<file path="config.mk">
export PLATFORM = sky130hd
export DESIGN_NAME = lpc_ramp_track
export DESIGN_NICKNAME = d
export VERILOG_FILES = /design/src/rtl/lpc_pkg.sv /design/src/rtl/lpc_ramp_track.sv
export SDC_FILE = /design/constraint.sdc
export NUM_CORES = 1
export LEC_CHECK = 0
export ABC_CLOCK_PERIOD_IN_PS = 14440
export CAP_MARGIN = 25
export CORE_UTILIZATION = 60
export CTS_BUF_LIST = sky130_fd_sc_hd__clkbuf_8
export DETAILED_ROUTE_END_ITERATION = 10
export PLACE_DENSITY = 0.88
export SETUP_SLACK_MARGIN = 0.3
export SLEW_MARGIN = 10
export SYNTH_ARGS = -nofsm -noshare
export SYNTH_HDL_FRONTEND = slang
export SYNTH_SLANG_ARGS = --single-unit
</file>
<file path="constraint.sdc">
create_clock -name clk -period 14.44 [get_ports clk]
set_input_delay 4.332 -clock clk [delete_from_list [all_inputs] [get_ports clk]]
set_output_delay 4.332 -clock clk [all_outputs]
set_load 0.03 [all_outputs]
</file>
<file path="src/rtl/lpc_pkg.sv">
package lpc_pkg;
    typedef enum logic [1:0] {
        RC_OK    = 2'd0,
        RC_EXTRA = 2'd1,
        RC_MISS  = 2'd2,
        RC_WILD  = 2'd3
    } ramp_cls_e;
endpackage

</file>
<file path="src/rtl/lpc_ramp_track.sv">
module lpc_ramp_track
    import lpc_pkg::*;
#(
    parameter int W        = 16,
    parameter int MAX_SKIP = 8,
    parameter bit DOWN     = 1'b0,
    parameter int MW       = $clog2(MAX_SKIP + 1)
) (
    input  logic          clk,
    input  logic          rst_n,
    input  logic          valid,
    input  logic [W-1:0]  word,
    output ramp_cls_e     cls,
    output logic [MW-1:0] miss_n
);
    typedef struct packed {
        logic [W-1:0] last;
    } trk_t;

    trk_t         r_d, r_q;
    logic [W-1:0] delta;

    generate
        if (DOWN) begin : g_down
            assign delta = r_q.last - word;
        end else begin : g_up
            assign delta = word - r_q.last;
        end
    endgenerate

    always_comb begin
        r_d    = r_q;
        cls    = RC_WILD;
        miss_n = '0;
        if (delta == W'(1)) begin
            cls = RC_OK;
        end else if (delta == '0) begin
            cls = RC_EXTRA;
        end else if (delta <= W'(MAX_SKIP)) begin
            cls    = RC_MISS;
            miss_n = MW'(delta - W'(1));
        end
        if (valid) begin
            r_d.last = word;
        end
    end

    always_ff @(posedge clk or negedge rst_n) begin
        if (!rst_n) r_q <= '0;
        else        r_q <= r_d;
    end

    AST_LAST_HOLD: assert property (@(posedge clk) disable iff (!rst_n)
        !valid |=> $stable(r_q.last));
endmodule

</file>
# Word level (Yosys, flattened, before mapping)
# Cells that the tools add are included.
[word_totals] out_inout_bits=6 register_bits=16 in_bits=19
[op_classes] n_lt_le_gt_ge=1 reduce_logical=1 mux=6 addsub=2 n_eq_ne=1
[op_table] op="16-bit by 1-bit equality test with 1-bit output (second input constant)" count=1
[op_table] op="16-bit by 4-bit <= comparator with 1-bit output (second input constant)" count=1
[op_table] op="16-bit logical NOT" count=1
[op_table] op="16-bit subtractor" count=1
[op_table] op="4-bit two-way mux" count=3
[op_table] op="2-bit two-way mux" count=2
[op_table] op="4-bit by 1-bit subtractor with 4-bit output (second input constant)" count=1
[op_table] op="1-bit two-way mux" count=1

# Depth between registers and ports, before layout
# Gate-level depths: netlist (run 1).
[logic_depth] ltp_word=5 mapped_depth=10 mapped_depth_nobuf=10

# Least setup slack after synthesis (run 1)
# OpenSTA, ideal clock, no wires.
[synth_path] kind="in2out" from="in word[0]" to="out miss_n[2]" arrival_ps=7339 cell_stages=10 path_buffers=0 required_ps=10108 path_slack_ps=2769 path_cell_list="inv_1 -> ha_1 -> fa_1 -> nor2b_1 -> o211ai_2 -> a21oi_4 -> o21a_1 -> o2111ai_1 -> or4_1 -> nor4_1"
[synth_between] elab_chain_len=5
[synth_rtl] item="start: declaration" line_no="lpc_ramp_track.sv:12" text="input logic [W-1:0] word,"
[synth_rtl] item="16-bit subtractor *" line_no="lpc_ramp_track.sv:27" text="assign delta = word - r_q.last;"
[synth_rtl] item="16-bit by 4-bit <= comparator with 1-bit output or 4-bit by 1-bit subtractor with 4-bit output (tied branches)" line_no="lpc_ramp_track.sv:39, lpc_ramp_track.sv:41"
[synth_rtl] item="4-bit two-way mux" line_no="lpc_ramp_track.sv:39" text="end else if (delta <= W'(MAX_SKIP)) begin"
[synth_rtl] item="4-bit two-way mux" line_no="lpc_ramp_track.sv:37" text="end else if (delta == '0) begin"
[synth_rtl] item="4-bit two-way mux *" line_no="lpc_ramp_track.sv:35" text="if (delta == W'(1)) begin"
[synth_rtl] item="end: declaration" line_no="lpc_ramp_track.sv:14" text="output logic [MW-1:0] miss_n"
# Mark *: on every way between the ends. The rest lies on a longest branch, timed or not.

# Worst setup path in the final report (run 1)
[layout_path] from="in word[0]" to="out miss_n[3]"
# Same word-level chain as after synthesis.

==> impl_metrics.py, run 1 <==
metrics = {
    "outcome": {
        "status": "finished, final reports clean",
    },
    "drt": {
        "ant_nets": 0,
        "routed_wl_um": 3590,
        "vias": 1468,
        "first_iter_violations": 37,
        "vias_per_cell": 6.14,
        "route.detailed.drc": 0,
        "drtPass1Iterations": 4,
        "post_drt_wl_per_cell_um": 15.0,
    },
    "layout": {
        "registers.top_by_ff_count": "r_q",
        "largest_register_ffs": 16,
        "nFillCells": 180,
        "antennaDiodeCount": 0,
        "drive_gt1_share_pct": 7.66,
        "area_growth_pct": 20.6,
        "top_regs": "r_q: 16 flops",
        "final_nets": 247,
    },
    "floorplanning": {
        "die-area_sq_um": 2800,
        "die_x_um": 53.0,
        "fp-row-count": 18,
        "coreArea_sq_um": 2450,
        "die_h_um": 53.0,
        "start_util_pct": 63.5,
        "design.portCount": 25,
    },
    "clock_network": {
        "cts_sinks": 16,
        "h-tree-depth": 1,
        "postCtsHoldBufs": 0,
        "post_cts.repair.setup_buffers": 0,
        "cts_resized": 0,
        "cts_buffers": 3,
        "clockBufferDepth": 2,
        "clk_pin_slew_ps": 70,
        "cts_tree": "built",
        "clkLatencyLatePin_ps": 260,
        "cts-root-buf": "clkbuf_8",
    },
    "yosys": {
        "synthTopCellsByArea": "dfrtp_1 (26%), ha_1 (14%), o21ai_0 (5.8%)",
        "synth-edff-count": 0,
        "synth_top_area_share_pct": 25.7,
        "yosys_warnings": 0,
        "dominantRegCellSynth": "dfrtp_1",
        "synth-seq-cells": 16,
        "synth_async_sr_flop_share_pct": 100,
        "synth_area_sq_um": 1560,
        "yosysMostFrequentCell": "inv_1",
        "seq_area_frac_synth_pct": 25.7,
        "synth_top_area_cell": "dfrtp_1",
        "synth_cells": 184,
        "synth_common_cells": "inv_1 (20), nand2_1 (18), o21ai_0 (18)",
        "syn_nets": 221,
        "synthDistinctLibCells": 43,
        "syn_area_per_cell_sq_um": 8.47,
    },
    "timing": {
        "maxSlewViolCount": 0,
        "rsz0062_at_grt": "false",
        "min_period_ps": 12420,
        "holdWs_ps": 551,
        "hold_viol_final": 0,
        "finalSetupViolCount": 0,
        "slew_headroom_pct": 38.9,
        "fin_skew_ps": 0,
        "fmax_ghz": 0.0805,
        "fin_crit_sh_pct": 86.0,
        "tns_ps": 0,
        "tightest_slew_ps": 913,
    },
    "critical_path": {
        "cp.arrival_ps": 8080,
        "critPathKind": "primary input to output port",
        "path_max_fanout": 5,
        "r2r_cells": 1,
        "startpoint_type": "primary input",
        "cp_data_required_time_ps": 10110,
        "end_kind": "output port",
    },
    "placement": {
        "routabilityCongestion": 0.843,
        "dpl.hpwl_um": 2620,
        "port_buffers": 24,
    },
    "power": {
        "powerDensity_nw_per_um2": 93.5,
        "peakVddDrop_mv": 0.0720,
        "leakage_nw": 0.833,
        "finalPower_w": 0.000176,
    },
    "hold_path": {
        "hold_class": "flip-flop to flip-flop",
        "whs_path_depth": 2,
    },
    "global_routing": {
        "grt_max_degree": 31,
        "antenna_found_initial": 0,
        "grt.overflow.total": 0,
        "grt_pass1_wl_um": 5880,
        "grt_pass1_vias": 1337,
        "grt_usage_pct": 29.0,
    },
    "run": {
        "max-cap-violations": 0,
    },
}
-- critical path: stages --
cell,delay [ps]
clkdlybuf4s50_1,480
inv_1,50
ha_1,220
fa_1,410
nor2b_1,210
o211ai_2,160
a21oi_4,260
o21a_1,140
o2111ai_1,170
or4_1,640
nor4_1,300
clkdlybuf4s50_1,710
-- stage by stage --
stage | setup WS, ps | utilization, % | cell area, sq um | cells
after floorplan | 2770 | - | 1560 | 184
after global placement | 2230 | 74.3 | 1820 | 235
after detailed placement | 2070 | 74.3 | 1820 | 235
after CTS | 2050 | 76.6 | 1880 | 239
after global routing | 1830 | 76.6 | 1880 | 239
final | 2020 | 76.6 | 1880 | 239
-- layer usage --
metal,routed length (um),vias up,global-route usage (%)
li1,-,721,-
met1,1640,693,34.6
met2,1780,43,52.3
met3,104,11,3.74
met4,68,0,10.5
met5,0,-,0
-- placed cells by master (no fill, tap or decap), drive strengths merged, types with 2 or more instances in the layout --
cell type	instances
nand2	18
or4	4
clkdlybuf4s50	24
a21oi	10
a31oi	4
o21a	5
nand2b	3
inv	20
nand4	3
nor4	6
ha	17
nand3	3
a21o	3
clkbuf	4
nor2	7
dfrtp	16
xnor2	7
a22o	2
xor2	5
nor2b	3
o21ai	20
mux2	2
nor3	6
o22ai	2
-- final timing paths --
| kind | start | end | slack, ps |
|---|---|---|---|
| max | word[0] | miss_n[3] | 2020 |
| min | r_q[6] | r_q[6] | 550 |
| max reg2reg | r_q[15] | r_q[15] | 13650 |
| min reg2reg | r_q[6] | r_q[6] | 550 |
| max in group asynchronous | rst_n | r_q[14] | 9420 |
| min in group asynchronous | rst_n | r_q[1] | 4530 |
-- layout make-up --
class                           instances  area [sq um]  share of cell area [%]
Multi-Input combinational cell        145          1070                    57.0
Clock buffer                            4          55.1                    2.93
Inverter                               20          75.1                    3.99
Sequential cell                        16           400                    21.3
Timing Repair Buffer                   24           240                    12.8
Tap cell                               30          37.5                    2.00
-- where the power goes --
part | leakage, nW | internal [W] | switching, W
logic | 0.611 | 0.0000357 | 0.0000466
registers | 0.193 | 0.0000488 | 0.00000150
clock network | 0.0288 | 0.0000243 | 0.0000188
total | 0.833 | 0.000109 | 0.0000669
-- cell families after synthesis --
kind of cell,Yosys count,share of synthesized area (%)
xor gates and xnor gates,12,6.75
muxes,3,2.33
and+or+nand+nor,56,18.6
AOI/OAI and AO/OA,56,26.1
buffers and inverters,23,5.54
DFF,16,25.7
adders and majority gates,18,14.9
No activity file was read; power rests on OpenSTA's default activity.
==> run 2, diff against run 1 <==
--- a/config.mk
+++ b/config.mk
@@ -8,7 +8,7 @@
 export ABC_CLOCK_PERIOD_IN_PS = 14440
 export CAP_MARGIN = 25
 export CORE_UTILIZATION = 60
-export CTS_BUF_LIST = sky130_fd_sc_hd__clkbuf_8
+export CTS_BUF_LIST = sky130_fd_sc_hd__clkbuf_4 sky130_fd_sc_hd__clkbuf_8
 export DETAILED_ROUTE_END_ITERATION = 10
 export PLACE_DENSITY = 0.88
 export SETUP_SLACK_MARGIN = 0.3
==> impl_metrics.py, run 2 (synthesized netlist as in run 1, its figures left out) <==
metrics = {
    "power": {
        "p_sw_share_pct": 39.0,
        "leakage_nw": 0.825,
        "power_switching_w": 0.0000639,
        "clockPowerShare_pct": 19.6,
        "peakVddDrop_mv": 0.0659,
        "pwr-share-seq_pct": 30.7,
        "p_int_w": 0.0000998,
        "power_frac_comb_pct": 49.7,
        "powerDensity_nw_per_um2": 88.0,
    },
    "timing": {
        "rsz0062_at_grt": "false",
        "tns_ps": 0,
        "tightest_slew_ps": 902,
        "slew_headroom_pct": 39.7,
        "fin_crit_sh_pct": 86.1,
        "maxSlewViolCount": 0,
        "min_period_ps": 12430,
        "finalSetupViolCount": 0,
        "hold_viol_final": 0,
        "holdWs_ps": 551,
        "fin_skew_ps": 0,
        "fmax_ghz": 0.0804,
    },
    "layout": {
        "largest_register_ffs": 16,
        "fin_cells": 239,
        "most-common-layout-cells": "clkdlybuf4s50_1 (24), inv_1 (20), o21ai_0 (18), nand2_1 (18), ha_1 (17)",
        "nFillCells": 189,
        "area_growth_pct": 19.4,
        "final_nets": 247,
        "layout_commonest_cell": "clkdlybuf4s50_1",
        "finalInstanceArea_sq_um": 1860,
        "drive_gt1_share_pct": 7.66,
        "top_regs": "r_q: 16 flops",
        "antennaDiodeCount": 0,
        "registers.top_by_ff_count": "r_q",
    },
    "floorplanning": {
        "fp-row-count": 18,
        "coreArea_sq_um": 2450,
        "die_h_um": 53.0,
        "die-area_sq_um": 2800,
        "start_util_pct": 63.5,
        "die_x_um": 53.0,
        "design.portCount": 25,
    },
    "critical_path": {
        "cp-startpoint": "word[0]",
        "startpoint_type": "primary input",
        "cp_data_required_time_ps": 10110,
        "cp.arrival_ps": 8100,
        "path_max_fanout": 5,
        "timing.rr.start": "r_q[0]",
        "end_kind": "output port",
        "critPathKind": "primary input to output port",
    },
    "drt": {
        "ant_nets": 0,
        "route.detailed.drc": 0,
        "first_iter_violations": 31,
        "vias_per_cell": 6.06,
        "routed_wl_um": 3380,
        "post_drt_wl_per_cell_um": 14.2,
        "vias": 1448,
        "drtPass1Iterations": 4,
    },
    "clock_network": {
        "clockBufferDepth": 2,
        "cts_resized": 0,
        "postCtsHoldBufs": 0,
        "cts_buffers": 3,
        "clkLatencyLatePin_ps": 300,
        "post_cts.repair.setup_buffers": 0,
        "cts_tree": "built",
        "cts-root-buf": "clkbuf_4",
        "cts_sinks": 16,
        "h-tree-depth": 1,
        "clk_pin_slew_ps": 100,
    },
    "run": {
        "max-cap-violations": 0,
    },
    "global_routing": {
        "grt_max_degree": 31,
        "grt_pass1_vias": 1312,
        "grt_usage_pct": 27.1,
        "grt_pass1_wl_um": 5580,
        "grt.overflow.total": 0,
        "antenna_found_initial": 0,
    },
    "placement": {
        "dpl.hpwl_um": 2620,
        "dpl_cell_area_sq_um": 1820,
        "routabilityCongestion": 0.843,
        "dp_cells": 235,
        "port_buffers": 24,
    },
    "hold_path": {
        "hold_class": "flip-flop to flip-flop",
        "hold_start": "r_q[15]",
    },
    "outcome": {
        "status": "finished, final reports clean",
    },
}
## run 2: changes by cell type in the layout (fill, tap and decap cells not counted)
cell / previous run / this run
clkbuf_4: 0 / 3
clkbuf_8: 4 / 1
## run 2: worst paths after layout
kind | endpoint | slack, ps | cells after the start
worst min register to register | r_q[15] | 550 | 1
min in group asynchronous | r_q[5] | 4470 | 1
max in group asynchronous | r_q[7] | 9480 | 1
worst max-delay path | miss_n[1] | 2010 | 12
worst min-delay path | r_q[15] | 550 | 1
worst max register to register | r_q[0] | 13650 | 1
## run 2: power by group through the flow
stage	logic, W	clock network (W)	registers, W
floorplan	0.0000612	0	0.0000507
detailed placement	0.0000795	0	0.0000512
global placement	0.0000759	0	0.0000510
finish	0.0000814	0.0000320	0.0000503
global route	0.0000892	0.0000338	0.0000507
CTS	0.0000801	0.0000319	0.0000503
## run 2: through the flow
step	worst slack, ps	utilization (%)	power (W)
final	2010	75.8	0.000164
after global routing	1840	75.8	0.000174
after CTS	2050	75.8	0.000162
after detailed placement	2070	74.3	0.000131
after global placement	2230	74.3	0.000127
after floorplan	2770	-	0.000112
## run 2: metal layers
layer	vias to the layer above	GRT usage [%]	wire length, um
met5	-	0	0
met4	0	7.02	31
met3	5	3.45	105
met2	45	49.8	1630
met1	677	32.7	1620
li1	721	-	-
## run 2: critical path, stage by stage
cell	delay, ps
clkdlybuf4s50_1	480
inv_1	50
ha_1	220
fa_1	410
nor2b_1	210
o211ai_2	150
a21oi_4	260
o21a_1	150
o2111ai_1	170
or4_1	640
nor4_1	310
clkdlybuf4s50_1	730
## run 2: cell type report
cell class	instances	area, sq um	area share (%)
multi-input cells	145	1070	57.6
flip-flops and latches	16	400	21.5
repair buffers	24	240	12.9
inverters	20	75.1	4.03
well taps	30	37.5	2.02
clock buffers	4	36.3	1.95
==> run 3, diff against run 2 <==
==> constraint.sdc (replaced) <==
create_clock -name clk -period 14.44 [get_ports clk]
set_input_delay 2.888 -clock clk [delete_from_list [all_inputs] [get_ports clk]]
set_output_delay 2.888 -clock clk [all_outputs]
set_load 0.03 [all_outputs]
==> impl_metrics.py, run 3 (synthesized netlist as in run 1, its figures left out) <==
metrics = {
    "critical_path": {
        "critPathKind": "primary input to output port",
        "cp_data_required_time_ps": 11550,
        "startpoint_type": "primary input",
        "end_kind": "output port",
        "cp.arrival_ps": 6700,
        "path_max_fanout": 4,
    },
    "timing": {
        "final.setup.worst_slack_ps": 4850,
        "tightest_slew_ps": 944,
        "rsz0062_at_grt": "false",
        "fin_crit_sh_pct": 66.4,
        "tns_ps": 0,
        "slew_headroom_pct": 36.9,
        "hold_viol_final": 0,
        "maxSlewViolCount": 0,
        "finalSetupViolCount": 0,
        "fin_skew_ps": 0,
        "min_period_ps": 9590,
        "fmax_ghz": 0.104,
    },
    "layout": {
        "final_util_pct": 75.8,
        "largest_register_ffs": 16,
        "layout_commonest_cell": "clkdlybuf4s50_1",
        "most-common-layout-cells": "clkdlybuf4s50_1 (24), inv_1 (20), o21ai_0 (18), nand2_1 (18), ha_1 (17)",
        "top_regs": "r_q: 16 flops",
        "registers.top_by_ff_count": "r_q",
        "nFillCells": 186,
        "fin_cells": 239,
        "area_growth_pct": 19.4,
        "seqCellArea_sq_um": 400,
        "drive_gt1_share_pct": 7.66,
        "multi_input_area_sq_um": 1070,
        "final_nets": 247,
        "antennaDiodeCount": 0,
    },
    "power": {
        "powerDensity_nw_per_um2": 88.3,
        "clockPowerShare_pct": 19.6,
        "peakVddDrop_mv": 0.0645,
        "p_int_w": 0.0000999,
        "leakage_nw": 0.825,
        "p_sw_share_pct": 39.2,
        "pwr-share-seq_pct": 30.6,
        "finalPower_w": 0.000164,
        "power_frac_comb_pct": 49.8,
        "power_switching_w": 0.0000645,
    },
    "floorplanning": {
        "die_x_um": 53.0,
        "design.portCount": 25,
        "fp-row-count": 18,
        "die_h_um": 53.0,
        "coreArea_sq_um": 2450,
        "start_util_pct": 63.5,
        "die-area_sq_um": 2800,
    },
    "global_routing": {
        "grt_usage_pct": 26.8,
        "grt_max_degree": 31,
        "grt.overflow.total": 0,
        "grt_pass1_wl_um": 5520,
        "antenna_found_initial": 0,
        "grt_pass1_vias": 1280,
    },
    "clock_network": {
        "cts_tree": "built",
        "clockBufferDepth": 2,
        "cts_sinks": 16,
        "h-tree-depth": 1,
        "cts_resized": 0,
        "clk_pin_slew_ps": 100,
        "clkLatencyLatePin_ps": 300,
        "cts_buffers": 3,
        "post_cts.repair.setup_buffers": 0,
        "cts-root-buf": "clkbuf_4",
        "postCtsHoldBufs": 0,
    },
    "placement": {
        "port_buffers": 24,
        "dp_cells": 235,
        "place_ws_ps": 4910,
        "dpl.hpwl_um": 2670,
        "routabilityCongestion": 0.843,
    },
    "run": {
        "max-cap-violations": 0,
    },
    "drt": {
        "first_iter_violations": 55,
        "vias": 1478,
        "route.detailed.drc": 0,
        "vias_per_cell": 6.18,
        "drtPass1Iterations": 4,
        "ant_nets": 0,
        "post_drt_wl_per_cell_um": 14.5,
        "routed_wl_um": 3460,
    },
    "hold_path": {
        "hold_class": "flip-flop to flip-flop",
    },
    "outcome": {
        "status": "finished, final reports clean",
    },
}
run 3: cell counts in the layout (fill, tap and decap cells not counted):
No cell type changed its count.
run 3: routing by layer:
metal | part of all wire [%] | global-route usage, % | vias to the layer above
li1 | - | - | 723
met5 | 0 | 0 | -
met2 | 48 | 47.9 | 66
met3 | 5.8 | 3.74 | 9
met4 | 1.4 | 7.46 | 0
met1 | 45 | 33.1 | 680
run 3: worst paths after layout:
kind | endpoint | slack [ps] | cells after the start | start
worst max register to register | r_q[0] | 13650 | 1 | r_q[0]
worst max-delay path | miss_n[0] | 4850 | 12 | word[0]
worst min-delay path | r_q[15] | 550 | 1 | r_q[15]
min in group asynchronous | r_q[5] | 3030 | 1 | rst_n
max in group asynchronous | r_q[7] | 10910 | 1 | rst_n
worst min register to register | r_q[15] | 550 | 1 | r_q[15]
run 3: power by group through the flow:
stage | combinational, W | sequential, W | clock [W]
after floorplan | 0.0000612 | 0.0000507 | 0
after global placement | 0.0000759 | 0.0000510 | 0
after detailed placement | 0.0000800 | 0.0000512 | 0
after CTS | 0.0000804 | 0.0000503 | 0.0000319
after global routing | 0.0000891 | 0.0000507 | 0.0000338
final | 0.0000819 | 0.0000503 | 0.0000322
run 3: metrics by stage:
stage / area (sq um) / hold WS [ps]
2_1_floorplan: 1560 / 485
3_3_place_gp: 1820 / 508
3_5_place_dp: 1820 / 527
4_1_cts: 1860 / 551
5_1_grt: 1860 / 583
6_report: 1860 / 551
run 3: final cells by class:
cell class | count | share of cell area (%)
sequential | 16 | 21.5
timing repair buffer | 24 | 12.9
inverter | 20 | 4.03
multi-input combinational | 145 | 57.6
tap | 30 | 2.02
clock buffer | 4 | 1.95
run 3: critical path, cell delays in order:
cell	delay (ps)
clkdlybuf4s50_1	480
inv_1	50
ha_1	220
fa_1	410
nor2b_1	220
o211ai_2	160
a22o_1	230
a21oi_1	170
o2111ai_1	160
or4_1	630
nor4_1	340
clkdlybuf4s50_1	740
